<file path="src/rtl/mii_lb_pkg.sv">
package mii_lb_pkg;
  localparam int unsigned NIBBLE_W = 4;

  typedef struct packed {
    logic [NIBBLE_W-1:0] rxd;
    logic                rx_dv;
    logic                rx_er;
    logic                rx_clk;
  } mii_rx_t;
endpackage

</file>
<file path="src/rtl/mii_lb_mode_ctrl.sv">
module mii_lb_mode_ctrl #(
  parameter int unsigned SYNC_STAGES = 2
) (
  input  logic clk_i,
  input  logic rst_ni,
  input  logic req_i,
  input  logic other_lb_off_i,
  input  logic manual_sel_i,
  input  logic tx_en_i,
  input  logic rx_dv_i,
  output logic loop_o
);
  logic eligible;
  logic target;
  logic quiet;
  logic mode_q;
  logic [SYNC_STAGES-1:0] sync_q;

  assign eligible = req_i & other_lb_off_i & manual_sel_i;
  assign quiet    = ~tx_en_i & ~rx_dv_i;

  generate
    if (SYNC_STAGES == 1) begin : g_sync1
      always_ff @(posedge clk_i or negedge rst_ni) begin
        if (!rst_ni) sync_q <= '0;
        else         sync_q <= eligible;
      end
    end else begin : g_syncn
      always_ff @(posedge clk_i or negedge rst_ni) begin
        if (!rst_ni) sync_q <= '0;
        else         sync_q <= {sync_q[SYNC_STAGES-2:0], eligible};
      end
    end
  endgenerate

  assign target = sync_q[SYNC_STAGES-1];

  // mode flips only between frames
  always_ff @(posedge clk_i or negedge rst_ni) begin
    if (!rst_ni)    mode_q <= 1'b0;
    else if (quiet) mode_q <= target;
  end

  assign loop_o = mode_q;

  a_r9_switch_quiet: assert property (@(posedge clk_i) disable iff (!rst_ni)
    (mode_q != $past(mode_q)) |-> $past(!tx_en_i && !rx_dv_i));
  a_r8_engage_needs_grant: assert property (@(posedge clk_i) disable iff (!rst_ni)
    $rose(mode_q) |-> $past(target));
endmodule

</file>
<file path="src/rtl/mii_lb_rx_mux.sv">
module mii_lb_rx_mux
  import mii_lb_pkg::*;
(
  input  logic    loop_i,
  input  mii_rx_t phy_rx_i,
  input  mii_rx_t lb_rx_i,
  output mii_rx_t mac_rx_o
);
  generate
    for (genvar b = 0; b < NIBBLE_W; b++) begin : g_bit
      assign mac_rx_o.rxd[b] = loop_i ? lb_rx_i.rxd[b] : phy_rx_i.rxd[b];
    end
  endgenerate

  assign mac_rx_o.rx_dv  = loop_i ? lb_rx_i.rx_dv  : phy_rx_i.rx_dv;
  assign mac_rx_o.rx_er  = loop_i ? lb_rx_i.rx_er  : phy_rx_i.rx_er;
  assign mac_rx_o.rx_clk = loop_i ? lb_rx_i.rx_clk : phy_rx_i.rx_clk;
endmodule

</file>
<file path="src/rtl/mii_lb_crs_gen.sv">
module mii_lb_crs_gen (
  input  logic loop_i,
  input  logic tx_en_i,
  input  logic rx_dv_i,
  input  logic phy_crs_i,
  output logic crs_o
);
  // loop carrier spans the full transmit frame
  assign crs_o = loop_i ? (tx_en_i | rx_dv_i) : phy_crs_i;
endmodule

</file>
<file path="src/rtl/mii_loopback_mux.sv">
module mii_loopback_mux
  import mii_lb_pkg::*;
#(
  parameter int unsigned SYNC_STAGES = 2
) (
  input  logic                clk_i,
  input  logic                rst_ni,
  input  logic                lb_req_i,
  input  logic                other_lb_off_i,
  input  logic                manual_sel_i,
  input  logic [NIBBLE_W-1:0] mac_txd_i,
  input  logic                mac_tx_en_i,
  output logic                mac_tx_clk_o,
  output logic [NIBBLE_W-1:0] mac_rxd_o,
  output logic                mac_rx_dv_o,
  output logic                mac_rx_er_o,
  output logic                mac_rx_clk_o,
  output logic                mac_crs_o,
  output logic [NIBBLE_W-1:0] phy_txd_o,
  output logic                phy_tx_en_o,
  output logic                phy_tx_er_o,
  input  logic                phy_tx_clk_i,
  input  logic [NIBBLE_W-1:0] phy_rxd_i,
  input  logic                phy_rx_dv_i,
  input  logic                phy_rx_er_i,
  input  logic                phy_rx_clk_i,
  input  logic                phy_crs_i
);
  logic    loop;
  mii_rx_t phy_rx;
  mii_rx_t lb_rx;
  mii_rx_t mac_rx;

  mii_lb_mode_ctrl #(.SYNC_STAGES(SYNC_STAGES)) u_ctrl (
    .clk_i          (clk_i),
    .rst_ni         (rst_ni),
    .req_i          (lb_req_i),
    .other_lb_off_i (other_lb_off_i),
    .manual_sel_i   (manual_sel_i),
    .tx_en_i        (mac_tx_en_i),
    .rx_dv_i        (phy_rx_dv_i),
    .loop_o         (loop)
  );

  assign phy_rx = '{rxd: phy_rxd_i, rx_dv: phy_rx_dv_i, rx_er: phy_rx_er_i, rx_clk: phy_rx_clk_i};
  // transmit error is never looped
  assign lb_rx  = '{rxd: mac_txd_i, rx_dv: mac_tx_en_i, rx_er: 1'b0, rx_clk: phy_tx_clk_i};

  mii_lb_rx_mux u_rx_mux (
    .loop_i   (loop),
    .phy_rx_i (phy_rx),
    .lb_rx_i  (lb_rx),
    .mac_rx_o (mac_rx)
  );

  mii_lb_crs_gen u_crs (
    .loop_i    (loop),
    .tx_en_i   (mac_tx_en_i),
    .rx_dv_i   (mac_rx.rx_dv),
    .phy_crs_i (phy_crs_i),
    .crs_o     (mac_crs_o)
  );

  assign mac_rxd_o    = mac_rx.rxd;
  assign mac_rx_dv_o  = mac_rx.rx_dv;
  assign mac_rx_er_o  = mac_rx.rx_er;
  assign mac_rx_clk_o = mac_rx.rx_clk;
  assign mac_tx_clk_o = phy_tx_clk_i;
  assign phy_txd_o    = mac_txd_i;
  assign phy_tx_en_o  = mac_tx_en_i;
  assign phy_tx_er_o  = 1'b0;

  a_r5_crs_covers_tx: assert property (@(posedge clk_i) disable iff (!rst_ni)
    (loop && mac_tx_en_i) |-> mac_crs_o);
  a_r6_no_rx_err_loop: assert property (@(posedge clk_i) disable iff (!rst_ni)
    loop |-> !mac_rx_er_o);
  a_r4_dv_tracks_en: assert property (@(posedge clk_i) disable iff (!rst_ni)
    loop |-> (mac_rx_dv_o == phy_tx_en_o));
  a_r2_data_loops: assert property (@(posedge clk_i) disable iff (!rst_ni)
    loop |-> (mac_rxd_o == phy_txd_o));
endmodule

</file>
<file path="config.mk">
export PLATFORM = sky130hd
export DESIGN_NAME = mii_loopback_mux
export DESIGN_NICKNAME = d
export VERILOG_FILES = /design/src/rtl/mii_lb_pkg.sv /design/src/rtl/mii_lb_mode_ctrl.sv /design/src/rtl/mii_lb_rx_mux.sv /design/src/rtl/mii_lb_crs_gen.sv /design/src/rtl/mii_loopback_mux.sv
export SDC_FILE = /design/constraint.sdc
export NUM_CORES = 1
export LEC_CHECK = 0
export BUFFER_PORTS_ARGS = -buffer_cell sky130_fd_sc_hd__buf_2
export CORE_AREA = 10 10 47 49
export DETAILED_ROUTE_END_ITERATION = 10
export DIE_AREA = 0 0 57 59
export MAX_ROUTING_LAYER = met4
export PLACE_DENSITY = 0.66
export REMOVE_ABC_BUFFERS = 1
export SETUP_SLACK_MARGIN = 0.4
export SYNTH_ARGS = -nofsm -noshare
export SYNTH_HDL_FRONTEND = slang
export SYNTH_SLANG_ARGS = --single-unit
</file>
<file path="constraint.sdc">
create_clock -name clk_i -period 2.67 [get_ports clk_i]
set_input_delay 0.534 -clock clk_i [delete_from_list [all_inputs] [get_ports clk_i]]
set_output_delay 0.534 -clock clk_i [all_outputs]
set_load 0.03 [all_outputs]
</file>
==> Implementation_results.wiki, run 1 <==
{| class="wikitable"
! Metric !! Value
|-
| Status || completed
|-
| Startpoint of the worst register-to-register path || u_ctrl.loop_o
|-
| Max_cap viols || 0
|-
| Timing-limited maximum frequency || 541 MHz
|-
| Total count of hold-check failures in the final report || 0
|-
| CP Launch Type || register
|-
| Number of design rule violations left after detail routing || 0
|-
| Instance count of the mapped netlist || 26
|-
| Peak supply drop || 0.213 mV
|-
| Seq/Total Area, Yosys || 27.9%
|-
| Worst-path cell chain || mux2_4 > buf_2
|-
| Ratio of final minimum period to clock period || 69.2%
|-
| Slowest cell on the critical path || dfrtp_1
|-
| Cell type with the highest aggregate area in the netlist || dfrtp_1
|-
| Port Buffers || 32
|-
| Worst-path clk slew || 40 ps
|-
| Number of endpoints failing setup at the final stage || 0
|-
| Total standard cell area after synthesis || 269 um^2
|-
| Via-to-Cell Ratio || 3.73
|-
| Total via count in the routed design || 261
|-
| Total power divided by cell area || 527 mW/mm^2
|-
| Initial antenna violation count || 0
|-
| Total Neg Setup Slack || 0 ps
|-
| Clock root cell || clkbuf_4
|-
| Count of cell types in the netlist || 12
|-
| Total clock buffers created by CTS || 3
|-
| Setup crit end kind || output pin
|-
| Global Route Usage Sum || 4.42%
|-
| Wire length of the first global-routing pass || 1.14 mm
|-
| Critical path buffers and inverters || 1
|-
| Horizontal die dimension || 57 um
|-
| #FFs+latches synth || 3
|-
| Maximum clock path buffer count || 2
|-
| Die Outline Area || 0.00336 mm^2
|-
| ANT nets after route || 0
|-
| Buffers inserted during post-CTS setup optimization || 0
|-
| Worst endpoint required time || 2140 ps
|-
| DR pass1 iterations || 2
|-
| Pin count of the biggest net entering global routing || 11
|-
| Number of diodes added for antenna fixing || 0
|-
| RSZ-0062 raised after global routing || no
|-
| Number of buffers inserted by hold repair at cts || 0
|-
| Final global-route overflow total || 0
|-
| Clock insertion delay at the later pin of the skew report || 230 ps
|-
| Fin. max-slew vios || 0
|-
| Crit-path max FO || 10
|-
| Worst Reg-to-Reg Cells || 1
|-
| Post-CTS sizing || 0
|-
| Initial Utilization || 19.2%
|-
| Shortest period the worst path allows || 1850 ps
|-
| Io pins || 34
|-
| Arr. time, crit path || 1310 ps
|-
| Number of standard-cell rows in the floorplan || 14
|-
| Area of all placed cells without fillers || 412 um^2
|-
| Most area-consuming cells after synthesis || dfrtp_1, mux2_4, buf_4, buf_6, mux2_2
|-
| Final Worst Setup Slack || 821 ps
|-
| Vias in the first global route || 273
|-
| Dpl ws || 1050 ps
|-
| Top delay family on crit path || flip-flops
|-
| Pleak || 0.251 nW
|-
| Core Footprint || 0.00140 mm^2
|-
| Die height || 59 um
|-
| Clock tree from TritonCTS || built
|-
| Final-stage net count || 74
|-
| Worst setup skew after layout || 1.70 ps
|-
| Delay of the slowest cell on the worst path || 570 ps
|-
| Final wirelength || 814 um
|-
| Reg-to-Reg End || u_ctrl.loop_o
|-
| RePlAce Congestion || 0.565
|-
| Standard cell area after detailed placement || 385 um^2
|-
| Count of warnings emitted by yosys || 0
|-
| Area growth, synth to finish || 53.0%
|-
| Average wire per standard cell || 11.6 um
|-
| FF-to-FF setup slack || 1720 ps
|-
| Type of the tightest min-delay check || in2async
|-
| Kind of critical path || reg2out
|-
| Final cell utilization of the core || 29.4%
|-
| Deepest level of the CTS H-tree || 1
|-
| Mean Syn Cell Area || 10.3 um^2
|-
| Fraction of layout cells with a size suffix above 1 || 77.8%
|-
| Initial detailed-routing violation count || 3
|-
| Sinks on the clock net || 3
|-
| Post-synth top area share || 27.9%
|}
-- where the power goes --
part	total (mW)	internal, mW	switching, mW
logic	0.0842	0.0345	0.0497
registers	0.0526	0.0480	0.00455
clock network	0.0800	0.0560	0.0239
-- placed cells by master, fill, tap and decap left out, drive strengths merged --
cell    count
conb        1
buf        32
dfrtp       3
o21ai       2
mux2        6
inv         2
nor2        1
nand2       1
and3        1
and2b       1
clkbuf      4
-- through the flow --
step | power [mW] | hold WS, ps | cells
3_3_place_gp | 0.138 | 330 | 66
5_1_grt | 0.233 | 73.8 | 70
2_1_floorplan | 0.0974 | 238 | 18
4_1_cts | 0.223 | 78.1 | 70
6_report | 0.217 | 86.1 | 70
3_5_place_dp | 0.139 | 331 | 66
-- layer usage --
layer	GRT usage, %	share of wire (%)
met4	4.03	2.0
met3	3.22	16
met2	6.67	46
met1	3.49	36
met5	-	0
-- worst max path at each step --
stage / startpoint / end / slack, ps / depth (start not counted)
after floorplan: phy_crs_i / mac_crs_o / 900 / 2
after global placement: u_ctrl.loop_o / mac_rxd_o[2] / 1060 / 2
after detailed placement: u_ctrl.loop_o / mac_rxd_o[2] / 1050 / 2
after CTS: u_ctrl.loop_o / mac_rxd_o[2] / 790 / 2
after global routing: u_ctrl.loop_o / mac_rx_clk_o / 750 / 2
final: u_ctrl.loop_o / mac_rxd_o[2] / 820 / 2
-- sequential cells by signal, indices dropped and copies added (netlist names) --
signal	flops
u_ctrl.sync_q	2
u_ctrl.loop_o	1
-- synth_stat cells, drive strengths merged --
cell and count:
conb 1, and2b 1, nand2 1, dfrtp 3, buf 8, o21ai 2
nor2 1, and3 1, mux2 6, inv 2
-- cell families (layout without fill, tap and decap cells) --
logic type,count (synthesis),count (layout),share of synthesized area (%)
buf+inv,10,38,26.5
mux,6,6,32.1
simple gates,4,4,8.37
other cells,1,1,1.39
compound gates,2,2,3.72
flops,3,3,27.9
-- layout make-up --
type / count / area (um^2)
Clock buffer: 4 / 26.3
Inverter: 2 / 7.51
Timing Repair Buffer: 32 / 160
Fill cell: 163 / 990
Multi-Input combinational cell: 13 / 123
Tap cell: 16 / 20.0
Sequential cell: 3 / 75.1
(Power assumes the default switching activity.)
==> run 2, diff against run 1 <==
--- a/config.mk
+++ b/config.mk
@@ -10,7 +10,7 @@
 export DETAILED_ROUTE_END_ITERATION = 10
 export DIE_AREA = 0 0 57 59
 export MAX_ROUTING_LAYER = met4
-export PLACE_DENSITY = 0.66
+export PLACE_DENSITY = 0.68
 export REMOVE_ABC_BUFFERS = 1
 export SETUP_SLACK_MARGIN = 0.4
 export SYNTH_ARGS = -nofsm -noshare
==> constraint.sdc (replaced) <==
create_clock -name clk_i -period 1.65 [get_ports clk_i]
set_input_delay 0.33 -clock clk_i [delete_from_list [all_inputs] [get_ports clk_i]]
set_output_delay 0.33 -clock clk_i [all_outputs]
set_load 0.03 [all_outputs]
==> run 2 against run 1 <==
Critical path depth increased by 1; combinational power increased by 100%; via count increased by 16%; design area increased by 16%; worst setup slack got worse by 690 ps; sequential share of layout area decreased by 2.2 points; clock skew increased by 2.4 ps.
==> Implementation_results.wiki, run 2 (same netlist as run 1, synthesis figures left out) <==
{| class="wikitable"
! Metric !! Value
|-
| Status || completed (unchanged)
|-
| Power share of the clock group || 33.6% (was 36.9%)
|-
| Die Outline Area || 0.00336 mm^2 (unchanged)
|-
| RSZ-0062 raised after global routing || yes (was no)
|-
| Area growth, synth to finish || 77.2% (was 53.0%)
|-
| Final global-route overflow total || 0 (unchanged)
|-
| Maximum clock path buffer count || 2 (unchanged)
|-
| Wire length of the first global-routing pass || 1.48 mm (was 1.14 mm)
|-
| CP Launch Type || register (unchanged)
|-
| Internal power || 0.249 mW (was 0.139 mW)
|-
| Sinks on the clock net || 3 (unchanged)
|-
| Startpoint of the worst register-to-register path || u_ctrl.loop_o (unchanged)
|-
| Arr. time, crit path || 1180 ps (was 1310 ps)
|-
| DR pass1 iterations || 1 (was 2)
|-
| Total clock buffers created by CTS || 3 (unchanged)
|-
| Dpl ws || 215 ps (was 1050 ps)
|-
| Shortest period the worst path allows || 1510 ps
|-
| Proportion of total power due to net switching || 34.8% (was 36.1%)
|-
| Number of diodes added for antenna fixing || 0 (unchanged)
|-
| Total via count in the routed design || 304 (was 261)
|-
| Total count of hold-check failures in the final report || 0 (unchanged)
|-
| Final wirelength || 956 um (was 814 um)
|-
| Reg-to-Reg End || u_ctrl.loop_o (unchanged)
|-
| Core Footprint || 0.00140 mm^2 (unchanged)
|-
| Register name with the most flops || u_ctrl.sync_q (unchanged)
|-
| Io pins || 34 (unchanged)
|-
| Global Route Usage Sum || 5.73% (was 4.42%)
|-
| Port Buffers || 32 (unchanged)
|-
| Pin count of the biggest net entering global routing || 7 (was 11)
|-
| Number of endpoints failing setup at the final stage || 0 (unchanged)
|-
| Switching power || 0.133 mW (was 0.0782 mW)
|-
| Initial detailed-routing violation count || 0 (was 3)
|-
| Delay of the slowest cell on the worst path || 470 ps (was 570 ps)
|-
| Clock root cell || clkbuf_4 (unchanged)
|-
| Comb power frac || 44.1% (was 38.9%)
|-
| Type of the tightest min-delay check || reg2reg (was in2async)
|-
| Die height || 59 um (unchanged)
|-
| Worst-path clk slew || 40 ps (about the same)
|-
| ANT nets after route || 0 (unchanged)
|-
| Clock tree from TritonCTS || built (unchanged)
|-
| Final-stage net count || 76 (was 74)
|-
| Initial Utilization || 19.2% (unchanged)
|-
| Total power divided by cell area || 801 mW/mm^2 (was 527 mW/mm^2)
|-
| Total Neg Setup Slack || 0 ps (unchanged)
|-
| Vias in the first global route || 348 (was 273)
|-
| Max_cap viols || 0 (unchanged)
|-
| Setup crit end kind || output pin (unchanged)
|-
| # fillers || 149 (was 163)
|-
| Worst endpoint required time || 1320 ps (was 2140 ps)
|-
| Initial antenna violation count || 0 (unchanged)
|-
| Average wire per standard cell || 13.3 um (was 11.6 um)
|-
| Number of design rule violations left after detail routing || 0 (unchanged)
|-
| Final cell utilization of the core || 34.0% (was 29.4%)
|-
| Deepest level of the CTS H-tree || 1 (unchanged)
|-
| Via-to-Cell Ratio || 4.22 (was 3.73)
|-
| Crit-path max FO || 6 (was 10)
|-
| Number of cells on the worst hold path || 0
|-
| Peak supply drop || 0.652 mV (was 0.213 mV)
|-
| Final non-filler cell total || 72 (was 70)
|-
| Slowest cell on the critical path || dfrtp_2 (was dfrtp_1)
|-
| RePlAce Congestion || 0.665 (was 0.565)
|-
| Final Worst Setup Slack || 135 ps (was 821 ps)
|-
| Timing-limited maximum frequency || 660 MHz
|-
| Fin. max-slew vios || 0 (unchanged)
|-
| Pleak || 0.275 nW (was 0.251 nW)
|-
| Fraction of layout cells with a size suffix above 1 || 78.6% (was 77.8%)
|-
| FF-to-FF setup slack || 650 ps (was 1720 ps)
|-
| Number of standard-cell rows in the floorplan || 14 (unchanged)
|-
| HP Start || u_ctrl.sync_q[0]
|-
| Kind of critical path || reg2out (unchanged)
|-
| Worst-path cell chain || buf_6 > and2b_2 > buf_6 (was mux2_4 > buf_2)
|-
| Clock insertion delay at the later pin of the skew report || 230 ps (about the same)
|-
| Reg power frac || 22.2% (was 24.3%)
|-
| Leading cell type in the layout, fill and taps excluded || buf_2 (unchanged)
|-
| Count of placed standard cells including taps || 66 (unchanged)
|-
| Crit-path most repeated cell || buf_6
|-
| Max FFs per register || 2 (unchanged)
|-
| Commonest cells after routing, fill and taps aside || buf_2, buf_6, mux2_4 (was buf_2, mux2_4, clkbuf_4, dfrtp_1)
|-
| Worst setup skew after layout || 4.13 ps (was 1.70 ps)
|-
| Worst min-delay path endpoint || u_ctrl.sync_q[1]
|-
| Ratio of final minimum period to clock period || 91.8%
|-
| Horizontal die dimension || 57 um (unchanged)
|-
| Worst Reg-to-Reg Cells || 2 (was 1)
|}
## run 2: cell count changes in the layout (fill, tap and decap cells not counted), sizes merged
| cell | change |
|---|---|
| buf | +1 |
| dlygate4sd3 | +1 |
## run 2: stage by stage
step	cell area, um^2	hold slack (ps)	total power, mW
2_1_floorplan	205	34.4	0.158
3_3_place_gp	385	126	0.224
3_5_place_dp	385	128	0.226
4_1_cts	477	341	0.387
5_1_grt	477	351	0.409
6_report	477	339	0.382
## run 2: repair_timing
action,in CTS,in global routing
pin swaps,0,0
resized for setup,20,0
hold buffers,1,0
hold endpoints to repair,3,0
buffers inserted,1,0
endpoints found under the setup margin,8,8
## run 2: worst max path at each step
| stage | startpoint | to | cells past startpoint |
|---|---|---|---|
| 6_report | u_ctrl.loop_o | mac_rx_er_o | 3 |
| 3_3_place_gp | u_ctrl.loop_o | mac_rxd_o[2] | 2 |
| 3_5_place_dp | u_ctrl.loop_o | mac_rxd_o[3] | 2 |
| 4_1_cts | u_ctrl.loop_o | mac_rx_er_o | 3 |
| 2_1_floorplan | u_ctrl.loop_o | mac_crs_o | 1 |
| 5_1_grt | u_ctrl.loop_o | mac_crs_o | 3 |
## run 2: layout make-up
type | count | area (um^2) | area share, %
Multi-Input combinational cell | 13 | 123 | 25.7
Tap cell | 16 | 20.0 | 4.20
Timing Repair Buffer | 34 | 224 | 47.0
Clock buffer | 4 | 26.3 | 5.51
Sequential cell | 3 | 76.3 | 16.0
Inverter | 2 | 7.51 | 1.57
## run 2: power by group through the flow
stage / clock (mW) / combinational [mW] / sequential [mW]
global route: 0.146 / 0.178 / 0.0853
CTS: 0.132 / 0.170 / 0.0849
floorplan: 0 / 0.0730 / 0.0846
detailed placement: 0 / 0.139 / 0.0867
finish: 0.128 / 0.168 / 0.0848
global placement: 0 / 0.138 / 0.0857
## run 2: routing by layer
layer	wire length, um	global-route usage, %	vias up
met1	349	4.85	126
li1	-	-	136
met2	309	7.44	40
met4	4	2.01	0
met5	0	-	-
met3	293	7.30	2
## run 2: critical path: cells and delay by family, from the launching register on
| family | cells | cell delay, ps |
|---|---|---|
| flops | 1 | 470 |
| buf+inv | 2 | 270 |
| simple gates | 1 | 210 |
==> run 3, diff against run 2 <==
--- a/config.mk
+++ b/config.mk
@@ -6,11 +6,13 @@
 export NUM_CORES = 1
 export LEC_CHECK = 0
 export BUFFER_PORTS_ARGS = -buffer_cell sky130_fd_sc_hd__buf_2
-export CORE_AREA = 10 10 47 49
+export CELL_PAD_IN_SITES_DETAIL_PLACEMENT = 2
+export CELL_PAD_IN_SITES_GLOBAL_PLACEMENT = 2
+export CORE_MARGIN = 10
+export CORE_UTILIZATION = 12
 export DETAILED_ROUTE_END_ITERATION = 10
-export DIE_AREA = 0 0 57 59
 export MAX_ROUTING_LAYER = met4
-export PLACE_DENSITY = 0.68
+export PLACE_DENSITY = 0.8
 export REMOVE_ABC_BUFFERS = 1
 export SETUP_SLACK_MARGIN = 0.4
 export SYNTH_ARGS = -nofsm -noshare
==> run 3 against run 2 <==
Total power is 1.7% higher; critical path type unchanged; register-to-register slack hardly changed; die area is 35% higher; global-route usage hardly changed; final cell count is 17% higher; wire length is 26% higher; hold slack worse by 3.5 ps; clock skew is 2.4 ps lower; highest routed layer unchanged; combinational power is 5% higher.
==> Implementation_results.wiki, run 3 (same netlist as run 1, synthesis figures left out) <==
{| class="wikitable"
! Metric !! Value
|-
| Status || completed (unchanged)
|-
| Number of design rule violations left after detail routing || 0 (unchanged)
|-
| Total count of hold-check failures in the final report || 0 (unchanged)
|-
| Max_cap viols || 0 (unchanged)
|-
| Pin count of the biggest net entering global routing || 7 (unchanged)
|-
| Clock root cell || clkbuf_4 (unchanged)
|-
| Count of placed standard cells including taps || 78 (was 66)
|-
| Io pins || 34 (unchanged)
|-
| CP Launch Type || register (unchanged)
|-
| Vias in the first global route || 378 (was 348)
|-
| ANT nets after route || 0 (unchanged)
|-
| Peak supply drop || 0.308 mV (was 0.652 mV)
|-
| Maximum clock path buffer count || 2 (unchanged)
|-
| HPWL after DPL || 1.05 mm
|-
| Via-to-Cell Ratio || 3.62 (was 4.22)
|-
| Total power || 0.388 mW (was 0.382 mW)
|-
| Kind of critical path || reg2out (unchanged)
|-
| Dpl ws || 217 ps (was 215 ps)
|-
| Initial detailed-routing violation count || 12 (was 0)
|-
| Slowest cell on the critical path || dfrtp_2 (unchanged)
|-
| Final Worst Setup Slack || 122 ps (was 135 ps)
|-
| Pleak || 0.279 nW (was 0.275 nW)
|-
| Top delay family on crit path || flip-flops (unchanged)
|-
| Sinks on the clock net || 3 (unchanged)
|-
| Number of endpoints failing setup at the final stage || 0 (unchanged)
|-
| Total Neg Setup Slack || 0 ps (unchanged)
|-
| Type of the tightest min-delay check || in2reg (was reg2reg)
|-
| RSZ-0062 raised after global routing || yes (unchanged)
|-
| Register name with the most flops || u_ctrl.sync_q (unchanged)
|-
| Max FFs per register || 2 (unchanged)
|-
| Total via count in the routed design || 304 (unchanged)
|-
| Final global-route overflow total || 0 (unchanged)
|-
| Ratio of final minimum period to clock period || 92.6% (was 91.8%)
|-
| Crit-path max FO || 6 (unchanged)
|-
| Final wirelength || 1.21 mm (was 956 um)
|-
| Clock insertion delay at the later pin of the skew report || 230 ps (about the same)
|-
| Worst setup skew after layout || 1.72 ps (was 4.13 ps)
|-
| Global Route Usage Sum || 5.77% (was 5.73%)
|-
| Critical path buffers and inverters || 2 (unchanged)
|-
| Fin. max-slew vios || 0 (unchanged)
|-
| Leading cell type in the layout, fill and taps excluded || buf_2 (unchanged)
|-
| Initial Utilization || 12.4% (was 19.2%)
|-
| Port Buffers || 32 (unchanged)
|-
| RePlAce Congestion || 0.810 (was 0.665)
|-
| Worst endpoint required time || 1320 ps (about the same)
|-
| Average wire per standard cell || 14.4 um (was 13.3 um)
|-
| Final non-filler cell total || 84 (was 72)
|-
| Area growth, synth to finish || 87.9% (was 77.2%)
|-
| Total clock buffers created by CTS || 3 (unchanged)
|-
| Worst-case hold slack || 335 ps (was 339 ps)
|-
| Final-stage net count || 76 (unchanged)
|-
| Delay of the slowest cell on the worst path || 470 ps (about the same)
|-
| Horizontal die dimension || 67.3 um (was 57 um)
|-
| Die height || 67.3 um (was 59 um)
|-
| Wire length of the first global-routing pass || 1.87 mm (was 1.48 mm)
|-
| DR pass1 iterations || 2 (was 1)
|-
| Arr. time, crit path || 1200 ps (was 1180 ps)
|-
| Shortest period the worst path allows || 1530 ps (was 1510 ps)
|-
| Number of standard-cell rows in the floorplan || 17 (was 14)
|-
| Total power divided by cell area || 768 mW/mm^2 (was 801 mW/mm^2)
|-
| Initial antenna violation count || 0 (unchanged)
|-
| Worst-path cell chain || buf_6 > and2b_2 > buf_6 (unchanged)
|-
| Number of diodes added for antenna fixing || 0 (unchanged)
|-
| Setup crit end kind || output pin (unchanged)
|-
| Die Outline Area || 0.00454 mm^2 (was 0.00336 mm^2)
|-
| Crit-path most repeated cell || buf_6 (unchanged)
|-
| Fraction of layout cells with a size suffix above 1 || 83.9% (was 78.6%)
|-
| Worst-path clk slew || 40 ps (about the same)
|-
| Timing-limited maximum frequency || 654 MHz (was 660 MHz)
|-
| Deepest level of the CTS H-tree || 1 (unchanged)
|-
| Core Footprint || 0.00217 mm^2 (was 0.00140 mm^2)
|-
| Commonest cells after routing, fill and taps aside || buf_2, buf_6, mux2_4 (unchanged)
|-
| Clock tree from TritonCTS || built (unchanged)
|}
run 3: repair_timing:
| item | in CTS | in global routing |
|---|---|---|
| endpoints found under the setup margin | 8 | 8 |
| hold endpoints to repair | 3 | 0 |
| buffers inserted | 1 | 0 |
| gates resized for setup | 19 | 5 |
| pin swaps | 0 | 1 |
| hold buffers | 1 | 0 |
| cloned | 0 | 0 |
run 3: report_power, final:
part	internal [mW]	switching (mW)	leakage, nW
clock network	0.0905	0.0363	0.0150
registers	0.0782	0.00640	0.0389
logic	0.0833	0.0936	0.225
total	0.252	0.136	0.279
run 3: layout make-up:
| cell class | count | area, um^2 |
|---|---|---|
| inverter | 2 | 7.51 |
| sequential | 3 | 76.3 |
| multi-input combinational | 13 | 133 |
| clock buffer | 4 | 26.3 |
| timing repair buffer | 34 | 228 |
| fill | 257 | 1660 |
| tap | 28 | 35.0 |
run 3: final timing paths:
path	from	endpoint	slack, ps	depth (start not counted)
min in group asynchronous	rst_ni	u_ctrl.sync_q[0]	420	2
max	u_ctrl.loop_o	mac_rx_er_o	120	3
max in group asynchronous	rst_ni	u_ctrl.loop_o	1100	2
min reg2reg	u_ctrl.sync_q[0]	u_ctrl.sync_q[1]	350	0
max reg2reg	u_ctrl.loop_o	u_ctrl.loop_o	650	2
min	manual_sel_i	u_ctrl.sync_q[0]	340	2
run 3: metal layers:
layer  up-vias  track usage [%]  wire length, um  share of wire (%)
met4         0             3.08                7               0.58
met3         2             2.98              186                 15
met1       133             5.87              552                 46
met2        34             8.89              461                 38
li1        135                -                -                  -
met5         -                -                0                  0
run 3: per-stage QoR:
| stage | area [um^2] | utilization, % |
|---|---|---|
| 2_1_floorplan | 205 | - |
| 3_3_place_gp | 400 | 18.5 |
| 3_5_place_dp | 400 | 18.5 |
| 4_1_cts | 488 | 22.5 |
| 5_1_grt | 505 | 23.3 |
| 6_report | 505 | 23.3 |
